===== src/rtl/alu_pipe3.sv =====
module alu_pipe3 #(
  parameter int NREG = 8,
  parameter int DW   = 16,
  parameter int AW   = $clog2(NREG)
) (
  input  logic          clk,
  input  logic          rst_n,
  input  logic          stall_i,
  input  logic [2:0]    op_i,
  input  logic [AW-1:0] src_a_i,
  input  logic [AW-1:0] src_b_i,
  input  logic [AW-1:0] dst_i,
  output logic          wb_valid_o,
  output logic [AW-1:0] wb_dst_o,
  output logic [DW-1:0] wb_data_o
);

  logic [DW-1:0] rf [NREG];

  logic          ex_bub;
  logic [2:0]    ex_op;
  logic [AW-1:0] ex_dst;
  logic [DW-1:0] ex_a, ex_b;

  logic          wb_bub;
  logic [AW-1:0] wb_dst;
  logic [DW-1:0] wb_res;

  function automatic logic [DW-1:0] alu(input logic [2:0] op,
                                        input logic [DW-1:0] a,
                                        input logic [DW-1:0] b);
    case (op)
      3'd0:    alu = a + b;
      3'd1:    alu = a - b;
      3'd2:    alu = a & b;
      3'd3:    alu = a | b;
      3'd4:    alu = a ^ b;
      3'd5:    alu = a + DW'(1);
      3'd6:    alu = {a[DW-2:0], 1'b0};
      default: alu = a;
    endcase
  endfunction

  logic [DW-1:0] ex_res;
  assign ex_res = alu(ex_op, ex_a, ex_b);

  function automatic logic [DW-1:0] operand(input logic [AW-1:0] src);
    if (!ex_bub && ex_dst == src)
      operand = ex_res;
    else if (!wb_bub && wb_dst == src)
      operand = wb_res;
    else
      operand = rf[src];
  endfunction

  logic [DW-1:0] next_a, next_b;
  assign next_a = operand(src_a_i);
  assign next_b = operand(src_b_i);

  always_ff @(posedge clk) begin
    if (!rst_n) begin
      ex_bub <= 1'b1;
      wb_bub <= 1'b1;
      ex_op  <= '0;
      ex_dst <= '0;
      ex_a   <= '0;
      ex_b   <= '0;
      wb_dst <= '0;
      wb_res <= '0;
    end else begin
      ex_bub <= stall_i;
      ex_op  <= op_i;
      ex_dst <= dst_i;
      ex_a   <= next_a;
      ex_b   <= next_b;
      wb_bub <= ex_bub;
      wb_dst <= ex_dst;
      wb_res <= ex_res;
    end
  end

  always_ff @(posedge clk) begin
    if (!rst_n) begin
      for (int i = 0; i < NREG; i++) rf[i] <= '0;
    end else if (!wb_bub) begin
      rf[wb_dst] <= wb_res;
    end
  end

  assign wb_valid_o = !wb_bub;
  assign wb_dst_o   = wb_dst;
  assign wb_data_o  = wb_res;

endmodule


===== config.mk =====
export PLATFORM = sky130hd
export DESIGN_NAME = alu_pipe3
export DESIGN_NICKNAME = d
export VERILOG_FILES = /design/src/rtl/alu_pipe3.sv
export SDC_FILE = /design/constraint.sdc
export NUM_CORES = 1
export LEC_CHECK = 0
export BUFFER_PORTS_ARGS = -buffer_cell sky130_fd_sc_hd__buf_2
export CAP_MARGIN = 25
export CORE_ASPECT_RATIO = 2
export CORE_UTILIZATION = 55
export CTS_CLUSTER_SIZE = 24
export DETAILED_ROUTE_END_ITERATION = 8
export HOLD_SLACK_MARGIN = 0.1
export MAX_ROUTING_LAYER = met4
export PLACE_DENSITY = 0.72
export SYNTH_ARGS = -nofsm -noshare
export SYNTH_HDL_FRONTEND = slang
export SYNTH_SLANG_ARGS = --single-unit
export TNS_END_PERCENT = 50

===== constraint.sdc =====
create_clock -name clk -period 4.9 [get_ports clk]
set_input_delay 0.245 -clock clk [delete_from_list [all_inputs] [get_ports clk]]
set_output_delay 0.245 -clock clk [all_outputs]
set_load 0.01 [all_outputs]

==> metrics <==
status=completed; dpl cell area=11900 um2; Diodes inserted=0; FF-to-FF Start=ex_op[0]; FILL cells=1693; number of enable flip-flop cells after synthesis=128; Post CTS Setup Buffer Count=0; CTS Root Cell=clkbuf_16; Final Max Tran Viols=0; hold endpoint=wb_data_o[15]; Synthesized Nets=1089; PortBufs=34; grt ovf=0; Yosys cell types=73; post-synthesis average cell area=11.2 um2; DRC viols=0; largest net degree at the start of global routing=38; I/O pin count=35; Hold Vio Cnt, Final=0; Final Routed Wirelength=31800 um; 1st-iter DRT viols=550; register area=5020 um2; worst r2r path cells=12; Crit-path slowest cell=a2111oi_2; Post-DRT Antenna Nets=0; VDD IR max=0.307 mV; post-CTS sizing=0; average wire per standard cell=24.0 um; CTS Buf Count=17; Period Utilization, post-route=0.778; CTS clk-pin slew, worst paths=70 ps; vias in the first global route=8532; Initial Util=0.560; Post-synth ARST share=0; die area=21400 um2; initial antenna violation count=0; R2R setup slack=1090 ps; Tmin final=3810 ps; Worst slew margin=0.296; CTS tree=built; via/cell ratio=6.34; Critical Path Source Type=flop; hold path startpoint=rst_n; area of the multi-input gates=5970 um2; max_cap viols=0; Clock Skew=8.06 ps; crit-path max FO=33; Synth warnings=0; die height=206 um; cell row count=74; flops & latches, synth=187; nets@finish=1114; mapped cell area=11400 um2; Critical Path Max Stage Delay=720 ps; RSZ-0062 raised after global routing=false; GR Util All Layers=0.321; post-route design area=12600 um2; TritonRoute pass-1 iters=5; final RePlAce weighted congestion=0.985; maximum clock insertion buffer count=2; prevailing post-synth register cell=edfxtp_1; Area Overhead vs Synth=10.4%; first-pass GRT wire length=48600 um; register area share after synthesis=0.440; CTS Hold Bufs=7; leakage=5.01 nW; setup TNS=0 ps; Hold Path Depth=3; H-tree depth=4; CORE AREA=20400 um2; die width=104 um; DP HPWL=22700 um; Skew-Pair Late Insertion Delay=440 ps; most used cell, CP=a21o_1; FF-to-FF End=ex_b[8]; CP Capture Type=flop; post-synthesis cell count=1021; power per cell area=323 nW/um2; routed via count=8395; Layout Utilization=0.619; setup violators final=0; Clock Sinks=187; Required @ worst endpoint=5200 ps; Cell Chain, Critical Path=buf_4, nand2b_2, o21ai_0, ha_1, fa_1, a21o_1, a21o_1, a2111oi_2, o21bai_1, mux2i_1, o221ai_1, o22ai_1; Max Clock Freq=0.262 GHz; Worst Hold Class=primary input to flop; share of layout cells above drive strength 1=0.174; worst-margin pin slew=1060 ps; critical path type=flop to flop; crit path DAT=4120 ps
==> through the flow <==
stage                     setup slack, ps  power [W]  instances  hold slack [ps]
after floorplan                      1400    0.00242       1021              346
after global placement               1210    0.00265       1282              454
after detailed placement             1090    0.00267       1284              455
after CTS                            1090    0.00408       1323              281
after global routing                  805    0.00424       1325              315
final                                1090    0.00408       1325              308
==> layer usage <==
metal / wire length, um / track usage / part of all wire
met5: 0 / - / 0
met4: 1970 / 0.215 / 0.062
met3: 1490 / 0.0409 / 0.047
met2: 17700 / 0.588 / 0.56
met1: 10600 / 0.314 / 0.33
==> placed cells by master (no fill, tap or decap), types with 4 or more instances in the layout <==
cell,count
a211oi_1,8
a21o_1,8
a21oi_1,46
a222oi_1,4
a22oi_1,6
a31oi_1,6
and2_1,146
and3_1,6
buf_2,34
buf_4,25
clkbuf_16,21
clkbuf_8,5
dfxtp_1,59
dlygate4sd3_1,7
edfxtp_1,128
ha_1,52
inv_1,38
mux2i_1,39
mux4_2,64
nand2_1,63
nand2b_1,18
nand4_1,6
nor2_1,57
nor3_1,12
nor3_2,5
o211ai_1,18
o21ai_0,52
o21ai_1,5
o21ai_2,4
o21bai_1,5
o22ai_1,20
xnor2_1,15
xor2_1,10
==> power by group <==
| group | internal [W] | switching, W |
|---|---|---|
| clock | 0.000839 | 0.000577 |
| sequential | 0.00177 | 0.000125 |
| combinational | 0.000325 | 0.000439 |
==> critical path, delay by kind of cell, from the launching register on <==
kind	cells	cell delay, ps
buffers and inverters	1	240
AO/OA/AOI/OAI	7	1950
AND/OR/NAND/NOR	1	270
flip-flops	1	310
multiplexers	1	170
adder cells (fa/ha/maj)	2	710
==> final cells by class <==
cell class / count / share of cell area
Sequential cell: 187 / 0.399
Clock buffer: 29 / 0.0480
Inverter: 39 / 0.0116
Timing Repair Buffer: 70 / 0.0407
Clock inverter: 3 / 0.00129
Multi-Input combinational cell: 731 / 0.473
Tap cell: 266 / 0.0264
==> sequential cells by signal, summed over array words and instances (netlist names) <==
name	cells
ex_op	3
ex_a	16
wb_bub	1
ex_dst	3
ex_b	16
wb_dst_o	3
rf	128
ex_bub	1
wb_data_o	16
==> cells in the mapped netlist, drive strengths merged (3+ instances only) <==
| cell type | count | area (um2) |
|---|---|---|
| a211oi | 8 | 60.1 |
| a21o | 9 | 68.8 |
| a21oi | 46 | 230 |
| a221oi | 3 | 32.5 |
| a222oi | 4 | 40.0 |
| a22oi | 6 | 45.0 |
| a31oi | 6 | 37.5 |
| and2 | 146 | 913 |
| and3 | 6 | 37.5 |
| and4 | 3 | 26.3 |
| buf | 24 | 139 |
| clkbuf | 40 | 180 |
| dfxtp | 59 | 1180 |
| edfxtp | 128 | 3840 |
| ha | 52 | 651 |
| inv | 39 | 146 |
| mux2i | 39 | 390 |
| mux4 | 64 | 1440 |
| nand2 | 63 | 236 |
| nand2b | 19 | 121 |
| nand3 | 3 | 15.0 |
| nand4 | 6 | 37.5 |
| nor2 | 58 | 220 |
| nor3 | 17 | 90.1 |
| nor4 | 5 | 46.3 |
| o211ai | 18 | 135 |
| o21a | 3 | 22.5 |
| o21ai | 61 | 309 |
| o21bai | 5 | 37.5 |
| o22ai | 20 | 125 |
| or3 | 4 | 30.0 |
| xnor2 | 15 | 131 |
| xor2 | 10 | 87.6 |
==> worst max path at each step <==
stage	startpoint	end	slack (ps)	depth (start not counted)
3_5_place_dp	ex_b[1]	ex_b[15]	1090	15
5_1_grt	ex_b[1]	ex_b[15]	800	15
4_1_cts	ex_b[1]	ex_b[15]	1090	15
3_3_place_gp	ex_b[1]	ex_b[15]	1210	15
6_report	ex_op[0]	ex_b[8]	1090	12
2_1_floorplan	ex_op[0]	ex_a[8]	1400	16
==> cells by family (layout without fill, tap and decap cells) <==
group                      count (synthesis)  in the layout  synth area share
and+or+nand+nor                          340            340             0.162
buffers and inverters                    103            141            0.0408
AOI/OAI and AO/OA                        208            208             0.116
muxes                                    105            105             0.162
adders and majority gates                 53             53            0.0588
xor gates and xnor gates                  25             25            0.0192
DFF                                      187            187             0.440
(Power assumes the default switching activity.)
